`config.mk`:
```
export PLATFORM = sky130hd
export DESIGN_NAME = iqt_window
export DESIGN_NICKNAME = d
export VERILOG_FILES = /design/src/rtl/iqt_pkg.sv /design/src/rtl/iqt_slot.sv /design/src/rtl/iqt_select.sv /design/src/rtl/iqt_window.sv
export SDC_FILE = /design/constraint.sdc
export NUM_CORES = 1
export LEC_CHECK = 0
export BUFFER_PORTS_ARGS = -buffer_cell sky130_fd_sc_hd__buf_2
export CAP_MARGIN = 20
export CORE_ASPECT_RATIO = 1.75
export CORE_MARGIN = 3
export CORE_UTILIZATION = 50
export CTS_CLUSTER_SIZE = 20
export DETAILED_ROUTE_END_ITERATION = 7
export PLACE_DENSITY_LB_ADDON = 0.15
export SLEW_MARGIN = 20
export SYNTH_ARGS = -nofsm -noshare
export SYNTH_HDL_FRONTEND = slang
export SYNTH_SLANG_ARGS = --single-unit
```
`constraint.sdc`:
```
create_clock -name clk -period 24.6 [get_ports clk]
set_clock_uncertainty 0.15 [all_clocks]
set_input_delay 2.46 -clock clk [delete_from_list [all_inputs] [get_ports clk]]
set_output_delay 2.46 -clock clk [all_outputs]
set_load 0.01 [all_outputs]
```
`src/rtl/iqt_pkg.sv`:
```
package iqt_pkg;

  typedef enum logic [1:0] {
    CL_WAIT = 2'd0,
    CL_PEND = 2'd1,
    CL_RDY  = 2'd2,
    CL_ISS  = 2'd3
  } cls_e;

  typedef enum logic [2:0] {
    ST_OK        = 3'd0,
    ST_LQ_FULL   = 3'd1,
    ST_SQ_FULL   = 3'd2,
    ST_WIN_FULL  = 3'd3,
    ST_GRP_STALL = 3'd4
  } disp_st_e;

  // Class of an operation given merged operand flags (known already includes ready).
  function automatic cls_e entry_class(input logic [1:0] rdy, input logic [1:0] known,
                                       input logic mem);
    if (&rdy && !mem) return CL_RDY;
    else if (&known) return CL_PEND;
    else return CL_WAIT;
  endfunction

endpackage

```
`src/rtl/iqt_slot.sv`:
```
module iqt_slot import iqt_pkg::*; #(
  parameter int TAG_W = 4,
  parameter int NRES  = 4,
  parameter int USR_W = 3,
  parameter int AGE_W = 8
) (
  input  logic             clk,
  input  logic             rst,
  input  logic             wr_en,
  input  logic [TAG_W-1:0] wr_tag,
  input  logic [TAG_W-1:0] wr_src0,
  input  logic [TAG_W-1:0] wr_src1,
  input  logic [1:0]       wr_rdy,
  input  logic [1:0]       wr_known,
  input  logic             wr_mem,
  input  cls_e             wr_cls,
  input  logic [NRES-1:0]  wr_res,
  input  logic [USR_W-1:0] wr_users,
  input  logic             wr_urgent,
  input  logic [AGE_W-1:0] wr_age,
  input  logic             wake_valid,
  input  logic [TAG_W-1:0] wake_tag,
  input  logic             lat_valid,
  input  logic [TAG_W-1:0] lat_tag,
  input  logic             mem_clr_valid,
  input  logic [TAG_W-1:0] mem_clr_tag,
  input  logic             issue_go,
  input  logic             wb_valid,
  input  logic [TAG_W-1:0] wb_tag,
  output logic             o_valid,
  output cls_e             o_cls,
  output logic [TAG_W-1:0] o_tag,
  output logic [AGE_W-1:0] o_age,
  output logic [USR_W-1:0] o_users,
  output logic [NRES-1:0]  o_res,
  output logic             o_urgent,
  output logic             o_to_pend,
  output logic             o_to_rdy
);
  logic [TAG_W-1:0] src0_q, src1_q;
  logic [1:0]       rdy_q, known_q, rdy_n, known_n;
  logic             mem_q, mem_n, all_rdy, all_known;

  assign rdy_n   = rdy_q | {wake_valid && wake_tag == src1_q, wake_valid && wake_tag == src0_q};
  assign known_n = known_q | rdy_n |
                   {lat_valid && lat_tag == src1_q, lat_valid && lat_tag == src0_q};
  assign mem_n   = mem_q && !(mem_clr_valid && mem_clr_tag == o_tag);
  assign all_rdy   = (&rdy_n) && !mem_n;
  assign all_known = &known_n;

  always_ff @(posedge clk) begin
    if (rst) begin
      o_valid <= 1'b0; o_cls <= CL_WAIT; o_tag <= '0; o_age <= '0; o_users <= '0;
      o_res <= '0; o_urgent <= 1'b0; o_to_pend <= 1'b0; o_to_rdy <= 1'b0;
      src0_q <= '0; src1_q <= '0; rdy_q <= '0; known_q <= '0; mem_q <= 1'b0;
    end else begin
      o_to_pend <= 1'b0;
      o_to_rdy  <= 1'b0;
      if (wr_en) begin
        o_valid <= 1'b1; o_cls <= wr_cls; o_tag <= wr_tag; o_age <= wr_age;
        o_users <= wr_users; o_res <= wr_res; o_urgent <= wr_urgent;
        src0_q <= wr_src0; src1_q <= wr_src1; rdy_q <= wr_rdy; known_q <= wr_known;
        mem_q <= wr_mem;
      end else if (o_valid) begin
        rdy_q   <= rdy_n;
        known_q <= known_n;
        mem_q   <= mem_n;
        unique case (o_cls)
          CL_WAIT: if (all_known) begin
            o_to_pend <= 1'b1;
            if (all_rdy) begin o_cls <= CL_RDY; o_to_rdy <= 1'b1; end
            else o_cls <= CL_PEND;
          end
          CL_PEND: if (all_rdy) begin o_cls <= CL_RDY; o_to_rdy <= 1'b1; end
          CL_RDY:  if (issue_go) o_cls <= CL_ISS;
          CL_ISS:  if (wb_valid && wb_tag == o_tag) o_valid <= 1'b0;
          default: o_cls <= CL_WAIT;
        endcase
      end
    end
  end
endmodule

```
`src/rtl/iqt_select.sv`:
```
module iqt_select #(
  parameter int DEPTH  = 8,
  parameter int AGE_W  = 8,
  parameter int RANK_W = 10,
  parameter int IDX_W  = 3
) (
  input  logic [DEPTH-1:0]         cand,
  input  logic [DEPTH-1:0]         urgent,
  input  logic signed [RANK_W-1:0] rank [DEPTH],
  input  logic [AGE_W-1:0]         age  [DEPTH],
  output logic                     found,
  output logic [IDX_W-1:0]         pick
);
  always_comb begin
    found = 1'b0;
    pick  = '0;
    for (int i = 0; i < DEPTH; i++) begin
      if (cand[i]) begin
        if (!found) begin
          found = 1'b1;
          pick  = IDX_W'(i);
        end else if (urgent[i] && !urgent[pick]) begin
          pick = IDX_W'(i);
        end else if (urgent[i] == urgent[pick] &&
                     (rank[i] < rank[pick] ||
                      (rank[i] == rank[pick] && age[i] < age[pick]))) begin
          pick = IDX_W'(i);
        end
      end
    end
  end
endmodule

```
`src/rtl/iqt_window.sv`:
```
module iqt_window import iqt_pkg::*; #(
  parameter int DEPTH = 8,
  parameter int TAG_W = 4,
  parameter int NRES  = 4,
  parameter int USR_W = 3,
  parameter int AGE_W = 8
) (
  input  logic             clk,
  input  logic             rst,
  input  logic             disp_valid,
  input  logic [TAG_W-1:0] disp_tag,
  input  logic [TAG_W-1:0] disp_src0,
  input  logic [TAG_W-1:0] disp_src1,
  input  logic [1:0]       disp_src_rdy,
  input  logic [1:0]       disp_lat_known,
  input  logic             disp_mem_dep,
  input  logic [NRES-1:0]  disp_res,
  input  logic [USR_W-1:0] disp_users,
  input  logic             disp_urgent,
  input  logic             disp_is_load,
  input  logic             disp_is_store,
  input  logic             lq_full,
  input  logic             sq_full,
  input  logic             grp_hold,
  output logic [2:0]       disp_status,
  output logic             token_stall,
  input  logic             wake_valid,
  input  logic [TAG_W-1:0] wake_tag,
  input  logic             lat_valid,
  input  logic [TAG_W-1:0] lat_tag,
  input  logic             mem_clr_valid,
  input  logic [TAG_W-1:0] mem_clr_tag,
  input  logic [NRES-1:0]  res_free,
  input  logic             wb_valid,
  input  logic [TAG_W-1:0] wb_tag,
  output logic             issue_valid,
  output logic [TAG_W-1:0] issue_tag,
  output logic [NRES-1:0]  busy_res,
  output logic [DEPTH-1:0] wait_vec,
  output logic [DEPTH-1:0] pend_vec,
  output logic [DEPTH-1:0] rdy_vec,
  output logic [DEPTH-1:0] iss_vec,
  output logic [DEPTH-1:0] to_pend_vec,
  output logic [DEPTH-1:0] to_rdy_vec
);
  localparam int IDX_W  = (DEPTH > 1) ? $clog2(DEPTH) : 1;
  localparam int RANK_W = AGE_W + 2;

  logic [DEPTH-1:0]         occ, urg_v, go, cand, wr_sel;
  cls_e                     cls_v    [DEPTH];
  logic [TAG_W-1:0]         slot_tag [DEPTH];
  logic [AGE_W-1:0]         slot_age [DEPTH];
  logic [USR_W-1:0]         slot_usr [DEPTH];
  logic [NRES-1:0]          slot_res [DEPTH];
  logic signed [RANK_W-1:0] rank     [DEPTH];
  logic [AGE_W-1:0]         age_ctr;
  disp_st_e                 st;
  logic                     accept, sel_v;
  logic [IDX_W-1:0]         sel_idx;
  logic [1:0]               in_rdy, in_known;
  logic                     in_mem;
  cls_e                     in_cls;
  logic [NRES-1:0]          busy_n;

  // Dispatch answer: window space first, then the queues, then the group hold.
  always_comb begin
    if (&occ)                            st = ST_WIN_FULL;
    else if (disp_is_load && lq_full)    st = ST_LQ_FULL;
    else if (disp_is_store && sq_full)   st = ST_SQ_FULL;
    else if (grp_hold)                   st = ST_GRP_STALL;
    else                                 st = ST_OK;
  end
  assign disp_status = st;
  assign accept      = disp_valid && (st == ST_OK);

  // Lowest free slot takes the dispatch.
  always_comb begin
    wr_sel = '0;
    for (int i = DEPTH - 1; i >= 0; i--) begin
      if (!occ[i]) begin
        wr_sel    = '0;
        wr_sel[i] = accept;
      end
    end
  end

  // Same-cycle broadcasts are folded into the incoming operation.
  assign in_rdy   = disp_src_rdy | {wake_valid && wake_tag == disp_src1,
                                    wake_valid && wake_tag == disp_src0};
  assign in_known = disp_lat_known | in_rdy | {lat_valid && lat_tag == disp_src1,
                                               lat_valid && lat_tag == disp_src0};
  assign in_mem   = disp_mem_dep && !(mem_clr_valid && mem_clr_tag == disp_tag);
  assign in_cls   = entry_class(in_rdy, in_known, in_mem);

  for (genvar g = 0; g < DEPTH; g++) begin : g_slot
    iqt_slot #(.TAG_W(TAG_W), .NRES(NRES), .USR_W(USR_W), .AGE_W(AGE_W)) u_slot (
      .clk(clk), .rst(rst), .wr_en(wr_sel[g]), .wr_tag(disp_tag),
      .wr_src0(disp_src0), .wr_src1(disp_src1), .wr_rdy(in_rdy), .wr_known(in_known),
      .wr_mem(in_mem), .wr_cls(in_cls), .wr_res(disp_res), .wr_users(disp_users),
      .wr_urgent(disp_urgent), .wr_age(age_ctr),
      .wake_valid(wake_valid), .wake_tag(wake_tag), .lat_valid(lat_valid),
      .lat_tag(lat_tag), .mem_clr_valid(mem_clr_valid), .mem_clr_tag(mem_clr_tag),
      .issue_go(go[g]), .wb_valid(wb_valid), .wb_tag(wb_tag),
      .o_valid(occ[g]), .o_cls(cls_v[g]), .o_tag(slot_tag[g]), .o_age(slot_age[g]),
      .o_users(slot_usr[g]), .o_res(slot_res[g]), .o_urgent(urg_v[g]),
      .o_to_pend(to_pend_vec[g]), .o_to_rdy(to_rdy_vec[g])
    );
    assign rank[g] = $signed({2'b00, slot_age[g]}) -
                     $signed({{(RANK_W - USR_W){1'b0}}, slot_usr[g]});
    assign cand[g] = occ[g] && cls_v[g] == CL_RDY && ((slot_res[g] & ~res_free) == '0);
    assign go[g]   = sel_v && (sel_idx == IDX_W'(g));
    assign wait_vec[g] = occ[g] && cls_v[g] == CL_WAIT;
    assign pend_vec[g] = occ[g] && cls_v[g] == CL_PEND;
    assign rdy_vec[g]  = occ[g] && cls_v[g] == CL_RDY;
    assign iss_vec[g]  = occ[g] && cls_v[g] == CL_ISS;
  end

  iqt_select #(.DEPTH(DEPTH), .AGE_W(AGE_W), .RANK_W(RANK_W), .IDX_W(IDX_W)) u_sel (
    .cand(cand), .urgent(urg_v), .rank(rank), .age(slot_age),
    .found(sel_v), .pick(sel_idx)
  );

  always_comb begin
    busy_n = '0;
    for (int i = 0; i < DEPTH; i++)
      if (occ[i] && cls_v[i] == CL_RDY) busy_n = busy_n | (slot_res[i] & ~res_free);
  end

  always_ff @(posedge clk) begin
    if (rst) begin
      age_ctr     <= '0;
      issue_valid <= 1'b0;
      issue_tag   <= '0;
      busy_res    <= '0;
      token_stall <= 1'b0;
    end else begin
      if (accept) age_ctr <= age_ctr + 1'b1;
      issue_valid <= sel_v;
      issue_tag   <= slot_tag[sel_idx];
      busy_res    <= busy_n;
      token_stall <= disp_valid &&
                     (st == ST_WIN_FULL || st == ST_LQ_FULL || st == ST_SQ_FULL);
    end
  end
endmodule

```
==> reports/qor.txt <==
Sw frac -> 0.2720
PnR worst setup slack -> 1.657 ns
Post-synth ARST share -> 0
Crit-path max FO -> 47
Vias in the first global route -> 24140
Syn Inst Count -> 3222
Area grow syn2layout -> 8.712%
H-tree Lvls -> 1
Ys flop type -> dfxtp_1
Critical Path AT -> 23.19 ns
Post-synth EDFFs -> 0
Worst Max-Slew Pin Slew -> 1.132 ns
Die width -> 172.8 µm
FF+latch count, synth -> 322
Gr usage total -> 0.4129
Commonest non-fill, non-tap cells in the layout -> nand2_1, a21oi_1, dfxtp_1
Status -> complete, no violations
DR vias/cell -> 6.374
CP Launch Type -> flop
R2R Setup Slk -> 1.66 ns
I/O pins -> 118
# rows -> 106
Vias post-DR -> 24700
Number of synthesis warnings -> 0
Routed Antenna Nets -> 0
Clock Sinks -> 322
Final worst path period need -> 22.94 ns
Layout cells sized above 1 -> 0.1155
TNS Setup -> 0 ns
Period utilization -> 0.9326
GRT overflow -> 0
Comb power frac -> 0.137
Global-route wire length before repair -> 159.5 mm
Die Span Y -> 297.8 µm
Initial antenna violation count -> 6
Initial core utilization -> 0.5067
WP data required -> 24.85 ns
RSZ-0062 raised after global routing -> no
Crit path kind -> reg -> reg
Worst skew pair latency -> 0.60 ns
GP Congestion -> 1.085
Worst slack at placement -> 1.354 ns
Clk pin slew, worst setup/hold paths -> 0.08 ns
Setup-failing EPs final -> 0
CP max stage cell -> o21ai_0
Total CTS buffers -> 28
DP Cell Count -> 3816
Crit end category -> flop
Max-slew headroom -> 0.2411
Hold Path Class -> reg -> reg
Clk network pwr share -> 0.415
PwrDens -> 44.49 mW/mm²
Core footprint -> 0.04801 mm²
Fmax -> 0.04359 GHz
Pin count of the biggest net entering global routing -> 88
Residual DRC count -> 0
Power Internal -> 856.6 µW
CP top delay family -> compound AO/OA/AOI/OAI gates
Placed wire-length estimate -> 85.68 mm
Commonest non-fill, non-tap cell in the layout -> nand2_1
Seq pwr share -> 0.448
Static leakage -> 0.01058 µW
Fin. Hold Viols -> 0
Peak per-stage delay on the critical path -> 0.73 ns
I/O Buffers -> 117
TritonCTS clock tree -> done
Synthesized area per cell -> 7.551 µm²
Initial DRC Count -> 2290
Final WL -> 110.0 mm
Layout Nets -> 3441
Final Slew Violations -> 0
Die ar. -> 0.05145 mm²
CP Buf/Inv Count -> 3
CTS Buffer Depth -> 3
Non-Filler Instances -> 3875
Max cap viols -> 0
Syn_nets -> 3462
Sequential element share of the synthesized area -> 0.2650
Sw Pwr -> 320.0 µW
Root Buffer -> clkbuf_16
Unique cell type count in the Yosys netlist -> 101
Syn Std Cell Area -> 0.02433 mm²
Drt wl/cell -> 28.40 µm
Peak VDD IR -> 0.06065 mV
Router iterations before antenna repair -> 8
==> stage by stage <==
stage	hold slack, ns	power (µW)	cell area, µm²	util
final	0.3098	1177	26450	0.5509
after global routing	0.3230	1209	26450	0.5508
after CTS	0.3115	1176	26400	0.5499
after detailed placement	0.3017	695.6	25400	0.5291
after global placement	0.2939	693.9	25400	0.5290
after floorplan	0.2854	641.1	24330	-
==> power groups by stage <==
stage / Sequential, µW / Combinational [µW] / Clock (µW)
floorplan: 538 / 103 / 0
global placement: 539 / 155 / 0
detailed placement: 539 / 156 / 0
CTS: 527 / 157 / 492
global route: 527 / 171 / 511
finish: 527 / 161 / 489
==> registers in the layout (all words and copies together), names as in the netlist, 8 cells and up <==
signal	count
g_slot.u_slot.o_urgent	8
g_slot.u_slot.src1_q	32
g_slot.u_slot.o_users	24
g_slot.u_slot.known_q	16
g_slot.u_slot.src0_q	32
g_slot.u_slot.o_age	64
g_slot.u_slot.o_res	32
g_slot.u_slot.o_to_pend	8
age_ctr	8
g_slot.u_slot.o_tag	32
g_slot.u_slot.o_valid	8
g_slot.u_slot.rdy_q	16
g_slot.u_slot.o_cls	16
g_slot.u_slot.mem_q	8
g_slot.u_slot.o_to_rdy	8
==> path summary, 6_finish.rpt <==
path                                                          startpoint                                  endpoint  depth (start not counted)
worst max register to register    g_slot[1].u_slot.o_age[1]$_SDFFE_PP0P_                   issue_tag[1]$_SDFF_PP0_                         90
worst max-delay path              g_slot[1].u_slot.o_age[1]$_SDFFE_PP0P_                   issue_tag[1]$_SDFF_PP0_                         90
worst min register to register  g_slot[7].u_slot.o_users[1]$_SDFFE_PP0P_  g_slot[7].u_slot.o_users[1]$_SDFFE_PP0P_                          2
worst min-delay path            g_slot[7].u_slot.o_users[1]$_SDFFE_PP0P_  g_slot[7].u_slot.o_users[1]$_SDFFE_PP0P_                          2
==> synthesized netlist by cell type, drive strengths merged, types with 39 or more instances <==
cell	number	share of area
a211oi	45	0.016
a21oi	357	0.074
a22oi	39	0.012
buf	62	0.014
clkbuf	197	0.031
dfxtp	322	0.26
ha	175	0.090
inv	107	0.017
mux2	43	0.020
mux2i	54	0.023
nand2	683	0.11
nand3	62	0.013
nor2	157	0.025
nor3	85	0.018
o21ai	92	0.019
xnor2	81	0.029
xor2	185	0.067
==> area by class of cell <==
cell class / count / area, µm²
well taps: 648 / 810.8
clock inverters: 11 / 207.7
inverters: 107 / 401.6
fillers: 4661 / 21560
clock buffers: 39 / 792.0
repair buffers: 208 / 1304
multi-input cells: 2534 / 16470
diodes: 6 / 15.01
flip-flops and latches: 322 / 6446
==> what timing repair did <==
action,4_1_cts,5_1_grt
hold buffers,0,0
gates resized for setup,0,2
setup endpoints to repair,0,18
buffers inserted,0,3
==> tightest hold or removal path: cells and delay by family, from the launching register on <==
family          cells  cell delay (ns)
simple gates        1             0.05
compound gates      1             0.05
flops               1             0.31
==> kinds of logic after synthesis <==
kind of cell,Yosys count,share of synthesized area
mux,99,0.04464
buf+inv,366,0.06161
fa+ha+maj,183,0.09658
flops,322,0.2650
compound gates,847,0.2311
xor+xnor,266,0.09607
simple gates,1139,0.2051
==> layer usage <==
| metal | GRT usage | part of all wire | wire [µm] |
|---|---|---|---|
| met2 | 0.7420 | 0.49 | 54170 |
| met1 | 0.3822 | 0.31 | 34280 |
| met4 | 0.4213 | 0.13 | 14690 |
| met5 | 0 | 0.00036 | 40 |
| met3 | 0.06886 | 0.062 | 6855 |
Note: power is estimated with default switching activity, not from simulation.
